===== config.mk =====
export PLATFORM = sky130hd
export DESIGN_NAME = ccd_sweep_seq
export DESIGN_NICKNAME = d
export VERILOG_FILES = /design/src/rtl/ccd_sweep_pkg.sv /design/src/rtl/ccd_sweep_edge_timer.sv /design/src/rtl/ccd_sweep_phase_gen.sv /design/src/rtl/ccd_sweep_expose_gate.sv /design/src/rtl/ccd_sweep_seq.sv
export SDC_FILE = /design/constraint.sdc
export NUM_CORES = 1
export LEC_CHECK = 0
export ABC_AREA = 1
export BUFFER_PORTS_ARGS = -buffer_cell sky130_fd_sc_hd__buf_2
export CORE_MARGIN = 3
export CORE_UTILIZATION = 57
export CTS_CLUSTER_SIZE = 20
export DETAILED_ROUTE_END_ITERATION = 16
export GPL_TIMING_DRIVEN = 0
export PLACE_DENSITY = 0.82
export SLEW_MARGIN = 20
export SYNTH_ARGS = -nofsm -noshare
export SYNTH_HDL_FRONTEND = slang
export SYNTH_HIERARCHICAL = 1
export SYNTH_SLANG_ARGS = --single-unit

===== constraint.sdc =====
create_clock -name clk -period 2.6 [get_ports clk]
set_input_delay 0.26 -clock clk [delete_from_list [all_inputs] [get_ports clk]]
set_output_delay 0.26 -clock clk [all_outputs]
set_load 0.05 [all_outputs]

===== src/rtl/ccd_sweep_pkg.sv =====
package ccd_sweep_pkg;

    localparam int NPH = 4;

    // Rest level of the phase outputs: phases 0 and 1 high
    localparam logic [NPH-1:0] PH_REST = 4'b0011;

    typedef logic [2:0] edge_idx_t;

    typedef struct packed {
        logic       rise;   // new level of the affected phase
        logic [1:0] idx;    // which phase moves
    } phase_step_t;

    // Even steps raise phase (e/2 + 2) mod 4, odd steps drop phase e/2
    function automatic phase_step_t step_of(edge_idx_t e);
        phase_step_t s;
        s.rise = ~e[0];
        s.idx  = e[0] ? e[2:1] : e[2:1] + 2'd2;
        return s;
    endfunction

endpackage


===== src/rtl/ccd_sweep_edge_timer.sv =====
module ccd_sweep_edge_timer #(
    parameter int LINE_CLKS      = 2640,
    parameter int EDGE_OFFSET    = 16,
    parameter int EDGE_SPACING   = 20,
    parameter int EDGES_PER_LINE = 132
) (
    input  logic clk,
    input  logic rst,
    input  logic hd,
    input  logic enable,
    output logic tick
);
    localparam int POS_MAX = EDGE_OFFSET + EDGE_SPACING * EDGES_PER_LINE;
    localparam int CNT_MAX = (POS_MAX > LINE_CLKS) ? POS_MAX : LINE_CLKS;
    localparam int W       = $clog2(CNT_MAX + 1);
    localparam int EW      = $clog2(EDGES_PER_LINE + 1);

    logic [W-1:0]  pix_q;
    logic [W-1:0]  pos_q;
    logic [EW-1:0] n_q;

    assign tick = enable && !hd && (n_q < EW'(EDGES_PER_LINE)) && (pix_q == pos_q);

    always_ff @(posedge clk) begin
        if (rst || hd) begin
            pix_q <= '0;
            pos_q <= W'(EDGE_OFFSET);
            n_q   <= '0;
        end else begin
            if (pix_q != W'(CNT_MAX))
                pix_q <= pix_q + 1'b1;
            if (tick) begin
                pos_q <= pos_q + W'(EDGE_SPACING);
                n_q   <= n_q + 1'b1;
            end
        end
    end

endmodule


===== src/rtl/ccd_sweep_phase_gen.sv =====
module ccd_sweep_phase_gen
    import ccd_sweep_pkg::*;
#(
    parameter int STAGES      = 2112,
    parameter int MIN_OVERLAP = 28
) (
    input  logic           clk,
    input  logic           rst,
    input  logic           clr,
    input  logic           tick,
    output logic [NPH-1:0] vphase,
    output logic           last_edge
);
    localparam int SW = $clog2(STAGES + 1);
    localparam int OW = $clog2(MIN_OVERLAP + 1);

    edge_idx_t   e_q;
    logic [SW-1:0] stage_q;
    phase_step_t step;

    assign step      = step_of(e_q);
    assign last_edge = tick && (e_q[1:0] == 2'd3) && (stage_q == SW'(STAGES - 1));

    always_ff @(posedge clk) begin
        if (rst) begin
            vphase  <= PH_REST;
            e_q     <= '0;
            stage_q <= '0;
        end else begin
            if (tick) begin
                vphase[step.idx] <= step.rise;
                e_q              <= e_q + 1'b1;
            end
            if (clr)
                stage_q <= '0;
            else if (tick && e_q[1:0] == 2'd3)
                stage_q <= stage_q + 1'b1;
        end
    end

    // Saturating high-time counters used by the overlap check
    logic [OW-1:0] hi_cnt [NPH];

    always_ff @(posedge clk) begin
        for (int k = 0; k < NPH; k++) begin
            if (rst || !vphase[k])
                hi_cnt[k] <= '0;
            else if (hi_cnt[k] != OW'(MIN_OVERLAP))
                hi_cnt[k] <= hi_cnt[k] + 1'b1;
        end
    end

    generate
        for (genvar k = 0; k < NPH; k++) begin : g_ovl
            localparam int SUCC = (k + 1) % NPH;
            AST_PHASE_OVERLAP: assert property (@(posedge clk) disable iff (rst)
                $fell(vphase[k]) |-> (hi_cnt[SUCC] >= OW'(MIN_OVERLAP)));
        end
    endgenerate

    AST_SINGLE_PHASE_STEP: assert property (@(posedge clk) disable iff (rst)
        $countones(vphase ^ $past(vphase)) <= 1);

endmodule


===== src/rtl/ccd_sweep_expose_gate.sv =====
module ccd_sweep_expose_gate #(
    parameter int SETTLE_CLKS = 180000
) (
    input  logic clk,
    input  logic rst,
    input  logic drain_hi,
    input  logic accept,
    output logic expose_ok
);
    localparam int CW = $clog2(SETTLE_CLKS + 1);

    logic [CW-1:0] cnt_q, cnt_n;
    logic          lock_q, lock_n;

    always_comb begin
        if (!drain_hi)
            cnt_n = '0;
        else if (cnt_q == CW'(SETTLE_CLKS))
            cnt_n = cnt_q;
        else
            cnt_n = cnt_q + 1'b1;
        lock_n = drain_hi && (lock_q || accept);
    end

    always_ff @(posedge clk) begin
        if (rst) begin
            cnt_q     <= '0;
            lock_q    <= 1'b0;
            expose_ok <= 1'b0;
        end else begin
            cnt_q     <= cnt_n;
            lock_q    <= lock_n;
            expose_ok <= drain_hi && !lock_n && (cnt_n == CW'(SETTLE_CLKS));
        end
    end

    AST_OK_NEEDS_DRAIN: assert property (@(posedge clk) disable iff (rst)
        !drain_hi |=> !expose_ok);

endmodule


===== src/rtl/ccd_sweep_seq.sv =====
module ccd_sweep_seq
    import ccd_sweep_pkg::*;
#(
    parameter int STAGES         = 2112,
    parameter int LINE_CLKS      = 2640,
    parameter int EDGE_OFFSET    = 16,
    parameter int EDGE_SPACING   = 20,
    parameter int EDGES_PER_LINE = 132,
    parameter int FIRST_LINE     = 2,
    parameter int LAST_LINE      = 66,
    parameter int SETTLE_CLKS    = 180000,
    parameter int MIN_OVERLAP    = 28
) (
    input  logic       clk,
    input  logic       rst,
    input  logic       start_req,
    input  logic       hd,
    input  logic       drain_hi,
    input  logic       expose_busy,
    output logic [3:0] vphase,
    output logic       sweeping,
    output logic       sweep_done,
    output logic       expose_ok,
    output logic       start_err
);
    localparam int LW = $clog2(LAST_LINE + 1);

    logic          running_q;
    logic          pend_q;
    logic [LW-1:0] line_q;
    logic          accept;
    logic          tick;
    logic          finish;

    assign accept   = (start_req || pend_q) && !expose_busy && !running_q;
    assign sweeping = running_q && (line_q >= LW'(FIRST_LINE)) && (line_q <= LW'(LAST_LINE));

    always_ff @(posedge clk) begin
        if (rst) begin
            running_q  <= 1'b0;
            pend_q     <= 1'b0;
            line_q     <= '0;
            sweep_done <= 1'b0;
            start_err  <= 1'b0;
        end else begin
            sweep_done <= finish;
            start_err  <= start_err | (start_req && running_q);
            pend_q     <= !running_q && (start_req || pend_q) && expose_busy;
            if (accept) begin
                running_q <= 1'b1;
                line_q    <= '0;
            end else if (running_q) begin
                if (finish)
                    running_q <= 1'b0;
                else if (hd) begin
                    if (line_q == LW'(LAST_LINE))
                        running_q <= 1'b0;
                    else
                        line_q <= line_q + 1'b1;
                end
            end
        end
    end

    ccd_sweep_edge_timer #(
        .LINE_CLKS      (LINE_CLKS),
        .EDGE_OFFSET    (EDGE_OFFSET),
        .EDGE_SPACING   (EDGE_SPACING),
        .EDGES_PER_LINE (EDGES_PER_LINE)
    ) u_timer (
        .clk    (clk),
        .rst    (rst),
        .hd     (hd),
        .enable (sweeping),
        .tick   (tick)
    );

    ccd_sweep_phase_gen #(
        .STAGES      (STAGES),
        .MIN_OVERLAP (MIN_OVERLAP)
    ) u_phase (
        .clk       (clk),
        .rst       (rst),
        .clr       (accept),
        .tick      (tick),
        .vphase    (vphase),
        .last_edge (finish)
    );

    ccd_sweep_expose_gate #(
        .SETTLE_CLKS (SETTLE_CLKS)
    ) u_gate (
        .clk       (clk),
        .rst       (rst),
        .drain_hi  (drain_hi),
        .accept    (accept),
        .expose_ok (expose_ok)
    );

    AST_DONE_SINGLE: assert property (@(posedge clk) disable iff (rst)
        sweep_done |=> !sweep_done);

    AST_NO_EXPOSE_IN_SWEEP: assert property (@(posedge clk) disable iff (rst)
        running_q |-> !expose_ok);

    AST_STILL_OUTSIDE_WINDOW: assert property (@(posedge clk) disable iff (rst)
        !sweeping |=> $stable(vphase));

    AST_ERR_ON_BUSY_START: assert property (@(posedge clk) disable iff (rst)
        (start_req && running_q) |=> start_err);

    AST_ERR_STICKY: assert property (@(posedge clk) disable iff (rst)
        start_err |=> start_err);

endmodule


==> qor.yml <==
run_status: "complete, no violations"
synthArstFlopShare: 0
min_period_ns: 2.52
synth_compound_area_frac: 0.0560
ys_warn_count: 6
ff2ff_path_depth: 19
holdWs_ns: 0.160
dpl.hpwl_mm: 7.61
clkPwrFrac: 0.403
dieArea_sq_um: 9350
synth-seq-area-share: 0.342
ant_nets: 0
cp-endpoint: "line_q[4]$_SDFFE_PP0P_"
diodes: 0
nNetsFinal: 810
synth_simple_gate_area_frac: 0.452
routedWlPerCell_microns: 11.8
grt_pass1_wl_mm: 17.9
ys_types: 31
cts_tree: "done"
synth_edf_count: 0
rsz0062_at_grt: "true"
syn_nets: 772
end_kind: "register"
vias: 4702
synthMuxAreaShare: 0
cts_hold_buf: 0
cp.arrival_ns: 2.81
clk_pin_slew_ns: 0.09
track_usage: 0.223
switching_share: 0.233
power.internal_mw: 1.72
setup_violations: 0
r2r-end: "line_q[4]$_SDFFE_PP0P_"
route.detailed.drc: 0
crit_start: "line_q[0]$_SDFFE_PP0P_"
syn_area_per_cell_sq_um: 6.20
ios: 14
synthXorXnorAreaFrac: 0.0149
htree_num_levels: 3
synthFlopType: "dfxtp_1"
core-area_sq_um: 7850
worst-path-max-fanout: 5
p_leak_nw: 2.24
min_path_type: "in -> reg"
drive_above_1_share: 0.140
clock-sinks: 80
vias_per_cell: 5.22
gp_congestion: 0.908
whs_path_depth: 3
max-vdd-ir-drop_mv: 0.327
root_buffer: "clkbuf_8"
dr_wl_met2_mm: 5.38
stdcell_area_sq_um: 5290
grt_pass1_vias: 4298
min_period_over_period: 0.968
io_buffers: 13
timing.slew.headroom: 0.632
start_util: 0.597
die_x_microns: 96.7
clock_latency_ns: 0.35
power_switching_mw: 0.523
synth_fa_ha_area_frac: 0.0267
area_growth_pct: 12.9
fillers: 676
path_class: "reg -> reg"
top_layer: "met4"
start_kind: "register"
hp-start: "start_req"
drv_cap: 0
place_area_sq_um: 4920
drv_slew: 0
p_seq_frac: 0.550
cts_made_buffers: 9
wl_met1_mm: 4.55
required_ns: 2.89
wl_mm: 10.6
tns_ns: 0
powerDensity_nw_per_um2: 424
first_pass_iters: 5
synth_top_family_by_area: "simple AND/OR/NAND/NOR gates"
power_frac_comb: 0.047
reg2reg_from: "line_q[0]$_SDFFE_PP0P_"
syn_inst: 756
syn-cell-area_sq_um: 4690
wl_met3_microns: 487
finClkSkew_ns: 0.0110
rows: 32
postLayoutCoreUtil: 0.675
drtIter0Drc: 249
clock.fmax_mhz: 397
grt_max_degree: 16
r2r_setup_slack_ns: 0.08
gr-total-overflow: 0
synth-seq-cells: 80
antenna_found_initial: 0
cts_max_path_buffers: 2
worst_pin_slew_ns: 0.552
hold_viol: 0
die_y_microns: 96.7
==> kinds of logic (layout without fill, tap and decap cells) <==
logic type | count (synthesis) | count (layout)
flops | 80 | 80
fa+ha+maj | 10 | 10
simple gates | 480 | 480
xor+xnor | 8 | 8
buf+inv | 126 | 168
compound gates | 52 | 52
==> cells in the mapped netlist, types with 4 or more instances <==
cell / count / share of area
nand4_1: 13 / 0.017
inv_2: 6 / 0.0048
nand2_2: 4 / 0.0053
nor3_1: 14 / 0.015
xor2_1: 4 / 0.0075
o21ai_0: 22 / 0.023
nand3_1: 65 / 0.069
clkbuf_1: 4 / 0.0032
nor2_2: 11 / 0.015
nor2_1: 148 / 0.12
ha_1: 10 / 0.027
nor2_4: 5 / 0.012
nand2_1: 200 / 0.16
xnor2_1: 4 / 0.0075
dfxtp_1: 80 / 0.34
inv_1: 110 / 0.088
nand3_2: 11 / 0.023
a21oi_1: 28 / 0.030
==> layout by cell type (no fill, tap or decap), drive strengths merged <==
cell / synthesis / routed
nand2: 205 / 205
nor2: 165 / 165
inv: 116 / 115
dfxtp: 80 / 80
nand3: 76 / 76
buf: 6 / 33
a21oi: 28 / 28
o21ai: 23 / 23
clkbuf: 4 / 16
nor3: 14 / 14
nand4: 13 / 13
ha: 10 / 10
xnor2: 4 / 4
xor2: 4 / 4
nor4: 3 / 3
clkinv: 0 / 2
clkinvlp: 0 / 1
bufinv: 0 / 1
o21bai: 1 / 1
nor3b: 1 / 1
nand3b: 1 / 1
and2: 1 / 1
and3: 1 / 1
==> through the flow <==
step	instances	worst slack (ns)	total power [mW]
floorplan	756	-0.206	1.34
global placement	871	-0.422	1.37
detailed placement	871	-0.453	1.37
CTS	894	0.0143	2.27
global route	900	-0.0981	2.33
finish	900	0.0841	2.25
==> worst min path at each step <==
stage | slack (ns) | to
detailed placement | 0.44 | u_phase/vphase[2]$_SDFFE_PP0P_
global placement | 0.43 | u_phase/vphase[2]$_SDFFE_PP0P_
floorplan | 0.33 | running_q$_SDFF_PP0_
CTS | 0.15 | pend_q$_SDFF_PP0_
global route | 0.16 | start_err$_SDFF_PP0_
finish | 0.16 | start_err$_SDFF_PP0_
==> critical path: stages, from the launching register on <==
cell and delay (ns):
dfxtp_1 0.38, inv_2 0.10, ha_1 0.15, nand3_1 0.13, a21oi_4 0.15, nand2_1 0.08
nor2_2 0.13, nand3_2 0.11, nor2_4 0.14, nand2_4 0.08, clkinv_4 0.06, nand3_4 0.07
nor2_4 0.11, nand2_2 0.07, nor3_4 0.23, nor2_4 0.08, buf_4 0.17, nand3_1 0.07
nand2_1 0.05, nor2_1 0.09
==> final cells by class <==
cell class	instances	area, sq um	share of cell area
multi-input combinational	550	2680	0.506
sequential	80	1620	0.306
buffer	9	61.3	0.0116
tap	102	128	0.0241
timing repair buffer	28	178	0.0336
inverter	116	440	0.0832
clock buffer	12	145	0.0274
clock inverter	3	42.5	0.00804
==> power by group through the flow <==
stage | combinational [mW] | clock (mW) | sequential [mW]
6_report | 0.106 | 0.905 | 1.24
5_1_grt | 0.121 | 0.972 | 1.24
2_1_floorplan | 0.0713 | 0 | 1.27
3_3_place_gp | 0.101 | 0 | 1.27
4_1_cts | 0.106 | 0.925 | 1.24
3_5_place_dp | 0.104 | 0 | 1.27
==> what timing repair did <==
action                                  4_1_cts  5_1_grt
buffers inserted                              9        5
cloned                                        0        1
resized for setup                            13       19
pin swaps                                     6       11
endpoints found under the setup margin       15       13
==> routing by layer <==
metal,vias up,GRT usage
met3,18,0.0490
met4,0,0.0778
met5,-,0
li1,2425,-
met2,127,0.400
met1,2132,0.259
==> sequential cells by signal (all words and copies together) (netlist names), 3 cells and up <==
signal           count
u_timer/n_q          8
u_phase/vphase       4
u_phase/e_q          3
u_timer/pos_q       10
u_gate/cnt_q        18
u_phase/stage_q     12
u_timer/pix_q       12
line_q               7
Power figures use the tool's default switching activity.
